File: src/rtl/cfg_loader_pkg.sv
package cfg_loader_pkg;
  localparam int WR_BIT   = 15;
  localparam int PROG_BIT = 14;
  localparam int CCLK_BIT = 13;
  localparam int CS_BIT   = 8;

  typedef enum logic [3:0] {
    S_HUNT, S_CS_HOLD, S_PROG, S_INIT, S_WR_ON, S_SEL, S_FEED,
    S_PH0, S_PH1, S_PH2, S_STOP_CS, S_STOP_WR, S_CHECK, S_FIN
  } ld_state_e;
endpackage

File: src/rtl/cfg_bit_rev.sv
module cfg_bit_rev #(
  parameter int W = 8
) (
  input  logic [W-1:0] in_i,
  output logic [W-1:0] out_o
);
  for (genvar i = 0; i < W; i++) begin : g_rev
    assign out_o[i] = in_i[W-1-i];
  end
endmodule

File: src/rtl/cfg_wait_timer.sv
module cfg_wait_timer #(
  parameter int W = 8
) (
  input  logic         clk_i,
  input  logic         rst_ni,
  input  logic         load_i,
  input  logic [W-1:0] val_i,
  output logic         zero_o
);
  logic [W-1:0] cnt_q;

  always_ff @(posedge clk_i or negedge rst_ni) begin
    if (!rst_ni)            cnt_q <= '0;
    else if (load_i)        cnt_q <= val_i;
    else if (cnt_q != '0)   cnt_q <= cnt_q - 1'b1;
  end

  assign zero_o = (cnt_q == '0);
endmodule

File: src/rtl/cfg_sync_hunt.sv
module cfg_sync_hunt #(
  parameter logic [7:0] SYNC_BYTE = 8'hFF,
  parameter int         HDR_LEN   = 4,
  parameter int         WIN       = 256
) (
  input  logic       clk_i,
  input  logic       rst_ni,
  input  logic       clear_i,
  input  logic       take_i,
  input  logic [7:0] byte_i,
  output logic       found_o,
  output logic       exhaust_o
);
  localparam int RUN_W  = $clog2(HDR_LEN + 1);
  localparam int SEEN_W = $clog2(WIN + 1);

  logic [RUN_W-1:0]  run_q;
  logic [SEEN_W-1:0] seen_q;
  logic              is_sync;

  assign is_sync   = (byte_i == SYNC_BYTE);
  assign found_o   = take_i && is_sync && (run_q == RUN_W'(HDR_LEN - 1));
  assign exhaust_o = take_i && !found_o && (seen_q == SEEN_W'(WIN - 1));

  always_ff @(posedge clk_i or negedge rst_ni) begin
    if (!rst_ni) begin
      run_q  <= '0;
      seen_q <= '0;
    end else if (clear_i) begin
      run_q  <= '0;
      seen_q <= '0;
    end else if (take_i) begin
      run_q  <= (is_sync && !found_o) ? run_q + 1'b1 : '0;
      seen_q <= seen_q + 1'b1;
    end
  end
endmodule

File: src/rtl/cfg_byte_loader.sv
module cfg_byte_loader
  import cfg_loader_pkg::*;
#(
  parameter int         SETUP_CYC = 30,
  parameter int         HALF_CYC  = 1,
  parameter int         INIT_TMO  = 100000,
  parameter int         SYNC_WIN  = 256,
  parameter int         HDR_LEN   = 4,
  parameter logic [7:0] SYNC_BYTE = 8'hFF,
  parameter int         CNT_W     = 24
) (
  input  logic             clk_i,
  input  logic             rst_ni,
  input  logic [7:0]       byte_i,
  input  logic             valid_i,
  input  logic             last_i,
  output logic             ready_o,
  output logic [15:0]      cfg_word_o,
  input  logic             init_i,
  input  logic             done_i,
  output logic             end_o,
  output logic             ok_o,
  output logic             fail_sync_o,
  output logic             fail_init_o,
  output logic             fail_done_o,
  output logic [CNT_W-1:0] bytes_o
);
  localparam int T_A   = (SETUP_CYC > HALF_CYC) ? SETUP_CYC : HALF_CYC;
  localparam int T_MAX = (T_A > INIT_TMO) ? T_A : INIT_TMO;
  localparam int TMR_W = $clog2(T_MAX + 1);
  localparam int HL_W  = $clog2(HDR_LEN + 1);

  ld_state_e        st_q, st_d;
  logic             wr_q, prog_q, cclk_q, cs_q, last_q;
  logic [7:0]       data_q, rev_byte, sync_rev;
  logic [HL_W-1:0]  hdr_left_q;
  logic [CNT_W-1:0] cnt_q;
  logic             tz, tmr_load, found, exhaust, hunt_take;
  logic [TMR_W-1:0] tmr_val;

  cfg_bit_rev #(.W(8)) u_rev_in  (.in_i(byte_i),    .out_o(rev_byte));
  cfg_bit_rev #(.W(8)) u_rev_hdr (.in_i(SYNC_BYTE), .out_o(sync_rev));

  assign hunt_take = (st_q == S_HUNT) && valid_i;

  cfg_sync_hunt #(.SYNC_BYTE(SYNC_BYTE), .HDR_LEN(HDR_LEN), .WIN(SYNC_WIN)) u_hunt (
    .clk_i, .rst_ni,
    .clear_i  (st_q != S_HUNT),
    .take_i   (hunt_take),
    .byte_i,
    .found_o  (found),
    .exhaust_o(exhaust)
  );

  cfg_wait_timer #(.W(TMR_W)) u_tmr (
    .clk_i, .rst_ni,
    .load_i(tmr_load),
    .val_i (tmr_val),
    .zero_o(tz)
  );

  assign ready_o = (st_q == S_HUNT) || (st_q == S_FEED);

  always_comb begin
    ld_state_e after_byte;
    after_byte = (hdr_left_q != '0) ? S_PH0 : (last_q ? S_STOP_CS : S_FEED);
    st_d = st_q;
    unique case (st_q)
      S_HUNT:    if (hunt_take) begin
                   if (found)                   st_d = S_CS_HOLD;
                   else if (exhaust || last_i)  st_d = S_FIN;
                 end
      S_CS_HOLD: if (tz) st_d = S_PROG;
      S_PROG:    if (tz) st_d = S_INIT;
      S_INIT:    if (init_i) st_d = S_WR_ON;
                 else if (tz) st_d = S_FIN;
      S_WR_ON:   st_d = S_SEL;
      S_SEL:     st_d = S_PH0;
      S_FEED:    if (valid_i) st_d = S_PH0;
      S_PH0:     if (tz) st_d = S_PH1;
      S_PH1:     if (tz) st_d = S_PH2;
      S_PH2:     if (tz) st_d = after_byte;
      S_STOP_CS: st_d = S_STOP_WR;
      S_STOP_WR: st_d = S_CHECK;
      S_CHECK:   st_d = S_FIN;
      S_FIN:     st_d = S_HUNT;
      default:   st_d = S_HUNT;
    endcase
  end

  // timer reloads on every state change; waits last (value + 1) cycles
  assign tmr_load = (st_d != st_q) || (st_q == S_PH2 && st_d == S_PH0);
  always_comb begin
    unique case (st_d)
      S_CS_HOLD, S_PROG:   tmr_val = TMR_W'(SETUP_CYC - 1);
      S_INIT:              tmr_val = TMR_W'(INIT_TMO - 1);
      S_PH0, S_PH1, S_PH2: tmr_val = TMR_W'(HALF_CYC - 1);
      default:             tmr_val = '0;
    endcase
  end

  always_ff @(posedge clk_i or negedge rst_ni) begin
    if (!rst_ni) begin
      st_q <= S_HUNT;
      {wr_q, prog_q, cclk_q, last_q} <= '0;
      cs_q        <= 1'b1;
      data_q      <= '0;
      hdr_left_q  <= '0;
      cnt_q       <= '0;
      end_o       <= 1'b0;
      ok_o        <= 1'b0;
      fail_sync_o <= 1'b0;
      fail_init_o <= 1'b0;
      fail_done_o <= 1'b0;
      bytes_o     <= '0;
    end else begin
      st_q  <= st_d;
      end_o <= (st_d == S_FIN);
      if (st_d == S_FIN) begin
        ok_o        <= (st_q == S_CHECK) && done_i;
        fail_done_o <= (st_q == S_CHECK) && !done_i;
        fail_sync_o <= (st_q == S_HUNT);
        fail_init_o <= (st_q == S_INIT);
        bytes_o     <= (st_q == S_CHECK) ? cnt_q : '0;
      end
      unique case (st_d)
        S_CS_HOLD: if (st_q == S_HUNT) begin
          {wr_q, prog_q, cclk_q} <= '0;
          cs_q   <= 1'b1;
          data_q <= '0;
          cnt_q  <= '0;
          last_q <= last_i;
        end
        S_PROG:  prog_q <= 1'b1;
        S_WR_ON: wr_q   <= 1'b1;
        S_SEL: begin
          cs_q       <= 1'b0;
          hdr_left_q <= HL_W'(HDR_LEN);
        end
        S_PH0: if (st_q == S_FEED) begin
          data_q <= rev_byte;
          last_q <= last_i;
          cnt_q  <= cnt_q + 1'b1;
        end else if (st_q != S_PH0) begin
          data_q     <= sync_rev;
          hdr_left_q <= hdr_left_q - 1'b1;
          cnt_q      <= cnt_q + 1'b1;
        end
        S_PH1: cclk_q <= 1'b1;
        S_PH2: cclk_q <= 1'b0;
        S_STOP_CS: begin
          cs_q   <= 1'b1;
          cclk_q <= 1'b0;
        end
        S_STOP_WR: wr_q <= 1'b0;
        S_FIN: if (st_q == S_INIT) begin
          {wr_q, prog_q} <= '0;
          cs_q <= 1'b1;
        end
        default: ;
      endcase
    end
  end

  always_comb begin
    cfg_word_o           = '0;
    cfg_word_o[WR_BIT]   = wr_q;
    cfg_word_o[PROG_BIT] = prog_q;
    cfg_word_o[CCLK_BIT] = cclk_q;
    cfg_word_o[CS_BIT]   = cs_q;
    cfg_word_o[7:0]      = data_q;
  end
endmodule

File: config.mk
export PLATFORM = sky130hd
export DESIGN_NAME = cfg_byte_loader
export DESIGN_NICKNAME = d
export VERILOG_FILES = /design/src/rtl/cfg_loader_pkg.sv /design/src/rtl/cfg_bit_rev.sv /design/src/rtl/cfg_wait_timer.sv /design/src/rtl/cfg_sync_hunt.sv /design/src/rtl/cfg_byte_loader.sv
export SDC_FILE = /design/constraint.sdc
export NUM_CORES = 1
export LEC_CHECK = 0
export BUFFER_PORTS_ARGS = -buffer_cell sky130_fd_sc_hd__buf_2
export CORE_MARGIN = 3
export CORE_UTILIZATION = 59
export CTS_CLUSTER_SIZE = 40
export DETAILED_ROUTE_END_ITERATION = 8
export HOLD_SLACK_MARGIN = 0.03
export PLACE_DENSITY = 0.8
export SYNTH_ARGS = -nofsm -noshare
export SYNTH_HDL_FRONTEND = slang
export SYNTH_SLANG_ARGS = --single-unit
File: constraint.sdc
create_clock -name clk_i -period 4.3 [get_ports clk_i]
set_clock_uncertainty 0.15 [all_clocks]
set_input_delay 0.645 -clock clk_i [delete_from_list [all_inputs] [get_ports clk_i]]
set_output_delay 0.645 -clock clk_i [all_outputs]
set_load 0.05 [all_outputs]
==> summary.txt <==
Ant. Diodes: 0
Via density: 6.18
Power Density: 696 nW/um^2
Status: finished clean
WP data arrival: 3930 ps
PortBufs: 55
Hold WS: 234 ps
Synthesized area per cell: 9.82 sq um
PostCTS Resize Cnt: 0
Post-layout minimum cycle time: 3780 ps
CTS Root Cell: clkbuf_8
Initial antenna violation count: 0
Reg power frac: 35.1%
Antenna-violating nets left: 0
Commonest non-fill, non-tap cell in the layout: dfrtp_1
Vias: 4,222
CP max FO: 20
Placeable core area: 8420 sq um
Iter 0 DRT Violations: 264
Reg2Reg Depth: 8
Die Height: 100 um
Clock power frac: 15.3%
CTS max path bufs: 2
Final slew viol count: 0
Fraction of layout cells with a size suffix above 1: 16.8%
Reg clk slew, reported paths: 100 ps
Relative slew slack: 38.1%
P_sw: 1.88 mW
Synth Area in Compound Gates: 15.7%
Initial Utilization: 62.3%
WS Path Type: flop to flop
Ys Warns: 0
Synth Area in Adders: 2.15%
Synth Cell Area: 5250 sq um
Seq/Total Area, Yosys: 48.7%
# fillers: 664
RR Startpoint: st_q[1]$_DFF_PN0_
Clk_lat worst skew: 370 ps
Number of global-route vias before repair: 3,906
Die footprint: 10,100 sq um
Net Sw Frac: 47.2%
Post-synth top flop: dfrtp_1
Wirelength, routed: 11.2 mm
CP max stage cell: or4_1
Die X-Extent: 100 um
Nets: 597
Largest family of logic cells by synthesized area: simple AND/OR/NAND/NOR gates
Hold Crit Class: primary input to async pin
H-tree depth: 3
EDFF count, synth: 0
Max VDD drop: 0.519 mV
DP HPWL: 7.79 mm
Area occupied by multi-input gates: 2420 sq um
Cts hold-fix bufs: 0
Final setup vio count: 0
Netlist cell types: 65
Ys async rst share: 100%
Initial DRT Pass Iterations: 5
Max incr delay on CP: 840 ps
GR Overflow Total: 0
CTS tree: built
Clock sink count: 102
Max Cap Violations: 0
Largest net degree at the start of global routing: 76
Startpoint types: flop
Yosys reg bits: 102
Fmax: 265 MHz
Area Growth Syn to Fin: 9.09%
Post-Synth XOR/XNOR Area: 3.98%
Gate power share: 49.6%
R2r endpoint: cnt_q[22]$_DFFE_PN0P_
Drt wl/cell: 16.5 um
Post-CTS setup buffer count: 0
RSZ-0062 raised after global routing: false
First-pass GRT wire length: 19.0 mm
FF-to-FF setup slack: 520 ps
Most frequent cells in the layout: 101 x dfrtp_1, 54 x buf_2, 49 x nand2_1
Row count: 33
Leakage power: 2.57 nW
Ports: 60
Register area: 2550 sq um
Num CTS Buffers: 9
Critical Path RT: 4450 ps
Post-synthesis mux area share: 2.17%
Cell breakdown of the critical path: or4_1 -> nor4_2 -> nor2_1 -> o2111a_1 -> inv_2 -> nand4_1 -> or3_1 -> a21oi_1
Synth Instances: 534
Worst-Margin Slew: 928 ps
Simple-Gate Fraction of Synth Area: 21.6%
GPL Wtd Cong: 0.910
Total GRT Usage: 23.5%
Crit end category: flop
DRC violations left: 0
Int Pwr: 2.10 mW
Endpoints failing hold: 0
Final Cycle Share: 87.8%
Total negative slack: 0 ps
## worst max-delay path by stage
stage / depth (start not counted) / endpoint / startpoint / slack [ps]
6_report: 8 / cnt_q[22]$_DFFE_PN0P_ / st_q[1]$_DFF_PN0_ / 520
5_1_grt: 8 / cnt_q[18]$_DFFE_PN0P_ / st_q[1]$_DFF_PN0_ / 210
4_1_cts: 8 / cnt_q[14]$_DFFE_PN0P_ / st_q[1]$_DFF_PN0_ / 510
3_5_place_dp: 8 / cnt_q[14]$_DFFE_PN0P_ / st_q[1]$_DFF_PN0_ / 570
3_3_place_gp: 8 / cnt_q[14]$_DFFE_PN0P_ / st_q[1]$_DFF_PN0_ / 740
2_1_floorplan: 11 / hdr_left_q[1]$_DFFE_PN0P_ / u_tmr.cnt_q[9]$_DFFE_PN0P_ / 1100
## power groups by stage
stage	Clock (mW)	Sequential (mW)	Combinational, mW
after CTS	0.624	1.39	1.97
after detailed placement	0	1.40	1.96
after global placement	0	1.39	1.92
final	0.610	1.40	1.98
after global routing	0.663	1.43	2.17
after floorplan	0	1.51	1.52
## per-layer routing
metal,track usage (%),vias to the layer above,routed length [um]
met5,0,-,0
met4,6.32,0,131
met3,5.91,13,736
met2,36.3,150,5290
met1,33.3,2038,5080
li1,-,2021,-
## area by class of cell
cell class / instances / share of cell area, %
Tap cell: 105 / 2.30
Clock buffer: 10 / 2.40
Sequential cell: 102 / 44.6
Inverter: 21 / 1.60
Multi-Input combinational cell: 378 / 42.3
Timing Repair Buffer: 62 / 5.77
Clock inverter: 5 / 1.05
## synthesized netlist by cell type, drive strengths merged, types with 15 or more instances
| cell type | number | share of area [%] |
|---|---|---|
| a21oi | 35 | 3.6 |
| a22o | 26 | 4.3 |
| buf | 22 | 2.9 |
| dfrtp | 101 | 48 |
| inv | 20 | 1.4 |
| nand2 | 49 | 3.5 |
| nand3 | 15 | 1.4 |
| nor2 | 41 | 2.9 |
| nor3 | 16 | 1.5 |
| nor4 | 16 | 1.9 |
| o21ai | 27 | 2.6 |
| or4 | 17 | 2.6 |
| xnor2 | 16 | 2.8 |
## cells by family after synthesis
kind of cell	Yosys count
and+or+nand+nor	211
other	1
adders and majority gates	9
muxes	11
AOI/OAI and AO/OA	120
xor gates and xnor gates	23
DFF	102
buffers and inverters	57
## flip-flops by register name (all words and copies together), names as in the netlist, 3 cells and up
name,flops
bytes_o,24
u_hunt.run_q,3
u_tmr.cnt_q,17
hdr_left_q,3
u_hunt.seen_q,9
data_q,8
st_q,4
cnt_q,24
## through the flow
stage / cells / total power [mW] / worst slack (ps) / cell area, sq um / util, %
6_report: 683 / 3.98 / 523 / 5720 / 67.9
2_1_floorplan: 537 / 3.04 / 1100 / 5260 / -
3_5_place_dp: 668 / 3.37 / 575 / 5530 / 65.6
3_3_place_gp: 668 / 3.31 / 736 / 5530 / 65.6
5_1_grt: 683 / 4.26 / 214 / 5720 / 67.9
4_1_cts: 683 / 3.99 / 511 / 5720 / 67.9
## critical path: cells and delay by family, from the launching register on
kind | cells | cell delay [ps]
AO/OA/AOI/OAI | 2 | 340
AND/OR/NAND/NOR | 5 | 2390
buffers and inverters | 1 | 200
flip-flops | 1 | 620
Note: power is estimated with default switching activity, not from simulation.
